File: config.mk
export PLATFORM = sky130hd
export DESIGN_NAME = pwm7_gen
export DESIGN_NICKNAME = d
export VERILOG_FILES = /design/src/rtl/pwm7_pkg.sv /design/src/rtl/pwm_prescaler.sv /design/src/rtl/pwm_slot_ctr.sv /design/src/rtl/pwm_level_cmp.sv /design/src/rtl/pwm7_gen.sv
export SDC_FILE = /design/constraint.sdc
export NUM_CORES = 1
export LEC_CHECK = 0
export BUFFER_PORTS_ARGS = -buffer_cell sky130_fd_sc_hd__buf_2
export CORE_MARGIN = 3
export CORE_UTILIZATION = 35
export DETAILED_ROUTE_END_ITERATION = 8
export PLACE_DENSITY = 0.61
export SYNTH_ARGS = -nofsm -noshare
export SYNTH_HDL_FRONTEND = slang
export SYNTH_SLANG_ARGS = --single-unit
File: constraint.sdc
create_clock -name clk -period 4.2 [get_ports clk]
set_input_delay 0.63 -clock clk [delete_from_list [all_inputs] [get_ports clk]]
set_output_delay 0.63 -clock clk [all_outputs]
set_load 0.005 [all_outputs]
File: src/rtl/pwm7_pkg.sv
package pwm7_pkg;

   // Run phase of the generator
   typedef enum logic {
      PH_IDLE = 1'b0,
      PH_RUN  = 1'b1
   } pwm_phase_e;

   // Largest supported code width
   localparam int unsigned PWM_MAX_DUTY_W = 12;

endpackage

File: src/rtl/pwm_prescaler.sv
module pwm_prescaler #(
   parameter int unsigned SEL_W = 5
) (
   input  logic             clk,
   input  logic             rst_n,
   input  logic             clr,
   input  logic [SEL_W-1:0] div,
   output logic             tick
);

   logic [SEL_W-1:0] cnt_q;
   logic [SEL_W-1:0] last_val;

   assign last_val = div - 1'b1;
   assign tick     = (cnt_q == last_val);

   always_ff @(posedge clk or negedge rst_n) begin
      if (!rst_n) begin
         cnt_q <= '0;
      end else if (clr || tick) begin
         cnt_q <= '0;
      end else begin
         cnt_q <= cnt_q + 1'b1;
      end
   end

   // while counting, the divider is nonzero and the count stays below it
   a_r4_presc_bound : assert property (@(posedge clk) disable iff (!rst_n)
      !clr |-> (div != '0 && cnt_q < div));

endmodule

File: src/rtl/pwm_slot_ctr.sv
module pwm_slot_ctr #(
   parameter int unsigned DUTY_W = 7
) (
   input  logic              clk,
   input  logic              rst_n,
   input  logic              clr,
   input  logic              tick,
   output logic [DUTY_W-1:0] slot,
   output logic              wrap
);

   localparam logic [DUTY_W-1:0] SLOT_LAST = '1;

   logic [DUTY_W-1:0] slot_q;

   assign slot = slot_q;
   assign wrap = !clr && tick && (slot_q == SLOT_LAST);

   always_ff @(posedge clk or negedge rst_n) begin
      if (!rst_n) begin
         slot_q <= '0;
      end else if (clr) begin
         slot_q <= '0;
      end else if (tick) begin
         slot_q <= slot_q + 1'b1;
      end
   end

   // a tick away from the last slot moves the counter up by exactly one
   a_r4_slot_step : assert property (@(posedge clk) disable iff (!rst_n)
      (!clr && tick && !wrap) |=> (slot_q == $past(slot_q) + 1'b1));

   // without a tick the slot is held
   a_r4_slot_hold : assert property (@(posedge clk) disable iff (!rst_n)
      (!clr && !tick) |=> $stable(slot_q));

endmodule

File: src/rtl/pwm_level_cmp.sv
module pwm_level_cmp #(
   parameter int unsigned DUTY_W  = 7,
   parameter bit          TOP_FULL = 1'b1
) (
   input  logic [DUTY_W-1:0] slot,
   input  logic [DUTY_W-1:0] duty,
   output logic              level
);

   localparam logic [DUTY_W-1:0] CODE_TOP = '1;

   logic below;

   assign below = (slot < duty);

   generate
      if (TOP_FULL) begin : g_full_on
         // the top code means constant high
         assign level = (duty == CODE_TOP) ? 1'b1 : below;
      end else begin : g_linear
         assign level = below;
      end
   endgenerate

endmodule

File: src/rtl/pwm7_gen.sv
module pwm7_gen
   import pwm7_pkg::*;
#(
   parameter int unsigned DUTY_W   = 7,
   parameter int unsigned SEL_W    = 5,
   parameter bit          TOP_FULL = 1'b1
) (
   input  logic              clk,
   input  logic              rst_n,
   input  logic              en,
   input  logic [DUTY_W-1:0] duty_code,
   input  logic [SEL_W-1:0]  freq_sel,
   output logic              pwm_out
);

   localparam logic [DUTY_W-1:0] CODE_TOP = '1;

   // elaboration-time parameter checks
   generate
      if (DUTY_W < 2 || DUTY_W > PWM_MAX_DUTY_W) begin : g_bad_duty_w
         $error("pwm7_gen: DUTY_W out of range");
      end
      if (SEL_W < 1 || SEL_W > 16) begin : g_bad_sel_w
         $error("pwm7_gen: SEL_W out of range");
      end
   endgenerate

   pwm_phase_e        phase_q;
   logic [SEL_W-1:0]  act_sel_q;
   logic [DUTY_W-1:0] act_duty_q;
   logic              out_q;

   logic              run_ok;
   logic              running;
   logic              cnt_clr;
   logic              tick;
   logic              wrap;
   logic              load;
   logic              level;
   logic [DUTY_W-1:0] slot;

   assign run_ok  = en && (freq_sel != '0);
   assign running = (phase_q == PH_RUN);
   assign cnt_clr = !run_ok || !running;
   assign load    = run_ok && (!running || wrap);

   pwm_prescaler #(
      .SEL_W (SEL_W)
   ) u_presc (
      .clk   (clk),
      .rst_n (rst_n),
      .clr   (cnt_clr),
      .div   (act_sel_q),
      .tick  (tick)
   );

   pwm_slot_ctr #(
      .DUTY_W (DUTY_W)
   ) u_slots (
      .clk   (clk),
      .rst_n (rst_n),
      .clr   (cnt_clr),
      .tick  (tick),
      .slot  (slot),
      .wrap  (wrap)
   );

   pwm_level_cmp #(
      .DUTY_W   (DUTY_W),
      .TOP_FULL (TOP_FULL)
   ) u_cmp (
      .slot  (slot),
      .duty  (act_duty_q),
      .level (level)
   );

   always_ff @(posedge clk or negedge rst_n) begin
      if (!rst_n) begin
         phase_q <= PH_IDLE;
      end else begin
         phase_q <= run_ok ? PH_RUN : PH_IDLE;
      end
   end

   // duty and divider are captured at start and at each period boundary
   always_ff @(posedge clk or negedge rst_n) begin
      if (!rst_n) begin
         act_sel_q  <= '0;
         act_duty_q <= '0;
      end else if (load) begin
         act_sel_q  <= freq_sel;
         act_duty_q <= duty_code;
      end
   end

   always_ff @(posedge clk or negedge rst_n) begin
      if (!rst_n) begin
         out_q <= 1'b0;
      end else begin
         out_q <= run_ok && running && level;
      end
   end

   assign pwm_out = out_q;

   // an invalid select or a low enable forces the pin low next cycle
   a_r6_idle_low : assert property (@(posedge clk) disable iff (!rst_n)
      !run_ok |=> !pwm_out);

   // the captured settings hold between boundaries
   a_r7_hold_cfg : assert property (@(posedge clk) disable iff (!rst_n)
      (running && run_ok && !wrap) |=> ($stable(act_duty_q) && $stable(act_sel_q)));

   // code zero never drives high
   a_r2_zero_low : assert property (@(posedge clk) disable iff (!rst_n)
      (act_duty_q == '0) |=> !pwm_out);

   // the top code drives high on every running cycle
   a_r3_full_on : assert property (@(posedge clk) disable iff (!rst_n)
      (TOP_FULL && run_ok && running && act_duty_q == CODE_TOP) |=> pwm_out);

   // the first edge of a run still shows a low pin
   a_r8_start_low : assert property (@(posedge clk) disable iff (!rst_n)
      (run_ok && !running) |=> !pwm_out);

endmodule

==> run_results.csv <==
group,metric,value,unit
layout,design_area,2029,um2
power,ir_drop,0.0001407,V
power,power.density,268.1,nW/um2
route,drtIter0Drc,182,
sta,post-route-period-util,0.5798,
global_route,grt_util_all_layers,0.1598,
sta,tns,0,ns
synthesis,yosys.area.top_type,"dfrtp_1",
die,top_level_ports,16,
die,dieArea,6266,um2
critical_path,start_kind,"register",
sta,period_needed,2.435,ns
critical_path,critical_path_class,"register to register",
critical_path,cp_data_arrival_time,2.63,ns
status,outcome,"completed",
synthesis,synthDistinctLibCells,46,
route,drc,0,
critical_path,crit_required,4.39,ns
sta,rsz0062_at_grt,"false",
synthesis,seq_area_frac_synth,0.3474,
layout,drive_gt1_frac,0.1222,
cts,worstSkewPairLatency,0.28,ns
die,fp.dieW,79.16,um
placement,placed_cell_area,1988,um2
cts,clk_pin_slew,0.10,ns
synthesis,async_reset_ff_frac,1.000,
layout,fin_nets,247,
power,switching_share,0.3125,
synthesis,synth_nets,238,
cts,clock-root-buffer,"clkbuf_8",
sta,fin_skew,0.007053,ns
cts,cts_sinks,26,
critical_path,r2r-start,"act_sel_q[0]$_DFFE_PN0P_",
placement,place_congestion,0.7813,
placement,place_hpwl,2961,um
global_route,grt_max_degree,27,
critical_path,path_cells,"inv_1 -> ha_1 -> xor2_1 -> nand3_1 -> or4_1 -> a21oi_1",
die,initial_core_util,0.3790,
route,vias,1674,
critical_path,worstPathMaxFanout,18,
cts,post_cts_buffers,0,
cts,ctsHoldBuffers,0,
critical_path,crit_path_max_incr_delay,0.69,ns
synthesis,synth_commonest_cells,"28 x nand3_1, 26 x dfrtp_1, 14 x and3_1, 14 x o21ai_0",
critical_path,crit_slowest_cell,"or4_1",
power,pwr-share-seq,0.520,
synthesis,synth_most_common_cell,"nand3_1",
power,comb_power_share,0.209,
synthesis,synth.top_cell.area_share,0.3474,
cts,numCtsBuffers,3,
layout,syn2layout_area_growth,8.350,%
route,dr_wl_met2,1991,um
synthesis,netlist_top_cells_area,"dfrtp_1 35%, nand3_1 7.5%, ha_1 6.0%, a221oi_1 4.7%, and3_1 4.7%",
synthesis,ys_ff_latch,26,
cts,cts_tree,"built",
critical_path,crit_family,"simple AND/OR/NAND/NOR gates",
sta,hold_viol,0,
route,wl_met3,295,um
synthesis,synth-edff-count,0,
sta,max_slew_margin,0.4839,
layout,diodes,0,
sta,hold_ws,0.3569,ns
synthesis,synthCells,214,
critical_path,worst-path-buf-inv,1,
die,fp.coreArea,4942,um2
layout,final_util,0.4106,
die,core.rowCount,25,
power,power,0.5440,mW
route,top_layer,"met4",
sta,finalSetupViolCount,0,
global_route,grt_overflow_total,0,
global_route,grt_pass1_vias,1672,
job,cap_violations,0,
cts,ctsLongestPathBuffers,2,
route,met1_length,2238,um
power,p_sw,0.1700,mW
power,p_int,0.3740,mW
route,ant_nets,0,
synthesis,syn_avg_cell_area,8.753,um2
placement,port_buffers,15,
critical_path,cp-end-kind,"register",
synthesis,synth_warnings,0,
synthesis,dominantRegCellSynth,"dfrtp_1",
critical_path,cp-startpoint,"act_sel_q[0]$_DFFE_PN0P_",
die,fp.dieH,79.16,um
global_route,grt_pass1_wl,8135,um
global_route,antenna_found_initial,0,
cts,htreeDepth,1,
route,routed_wl,4546,um
sta,max_freq,410.7,MHz
route,via_per_inst,5.813,
sta,tightest_slew,0.7741,ns
power,pwr-share-clk,0.271,
synthesis,synth_area,1873,um2
power,p_leak,0.9014,nW
route,wl_per_cell,15.78,um
route,drtPass1Iterations,7,
cts,post_cts_resize_count,0,
hold_path,hold_class,"primary input to async pin",
sta,drv_slew,0,
[routing by layer]
| layer | up-vias | track usage |
|---|---|---|
| met3 | 4 | 0.03061 |
| li1 | 819 | - |
| met5 | - | 0 |
| met4 | 0 | 0.03780 |
| met2 | 61 | 0.2441 |
| met1 | 790 | 0.2320 |
[per-stage QoR]
stage               worst slack, ns  cells
floorplan                     2.191    214
global placement              1.873    285
detailed placement            1.799    285
CTS                           1.769    288
global route                  1.661    288
finish                        1.765    288
[state kept, by name (all words and copies together), names as in the netlist]
signal	cells
act_duty_q	7
phase_q	1
u_presc.cnt_q	5
u_slots.slot	7
pwm_out	1
act_sel_q	5
[cell usage in the layout, fill, tap and decap left out, types with 2 or more instances in the layout]
master,netlist,layout
or4_1,2,2
buf_2,2,15
clkbuf_8,0,3
a211o_1,2,2
xnor2_1,2,2
nor3b_1,11,11
a21oi_1,7,7
o221ai_1,2,2
nor2b_1,2,2
a221oi_1,10,10
nand2_1,7,7
and2_1,11,11
nand3_1,28,28
and4_1,2,2
and3_1,14,14
nor3_1,6,6
dfrtp_1,26,26
nor2_1,3,3
inv_1,10,10
nand3b_1,2,2
ha_1,9,9
o21ai_0,14,14
or2_2,2,2
mux2i_1,2,2
nand4_1,2,2
xor2_1,6,6
or3_1,2,2
[layout make-up]
type | count | area (um2)
fill | 529 | 2913
multi-input combinational | 165 | 1130
sequential | 26 | 650.6
tap | 67 | 83.83
timing repair buffer | 16 | 82.58
clock buffer | 3 | 41.29
inverter | 11 | 41.29
[logic make-up (layout without fill, tap and decap cells)]
kind of cell	Yosys count	count (layout)	share of synthesized area
compound gates	47	47	0.1844
xor+xnor	8	8	0.03741
fa+ha+maj	9	9	0.06012
buf+inv	23	30	0.04943
flops	26	26	0.3474
mux	2	2	0.01069
simple gates	99	99	0.3106
[path summary, 6_finish.rpt]
path                       cells past startpoint                     endpoint  slack [ns]
min reg2reg                                    1   u_presc.cnt_q[0]$_DFF_PN0_        0.56
max reg2reg                                    6  u_slots.slot[3]$_DFFE_PN0N_        1.76
max in group asynchronous                      1    act_duty_q[6]$_DFFE_PN0P_        3.43
min                                            1   u_presc.cnt_q[3]$_DFF_PN0_        0.36
max                                            6  u_slots.slot[3]$_DFFE_PN0N_        1.76
min in group clk                               1   u_presc.cnt_q[0]$_DFF_PN0_        0.56
[power by group through the flow]
stage	registers [mW]	logic [mW]	clock network, mW
finish	0.283	0.114	0.148
global route	0.286	0.130	0.159
CTS	0.283	0.114	0.150
detailed placement	0.288	0.113	0
global placement	0.287	0.112	0
floorplan	0.280	0.0852	0
No activity file was read; power rests on OpenSTA's default activity.
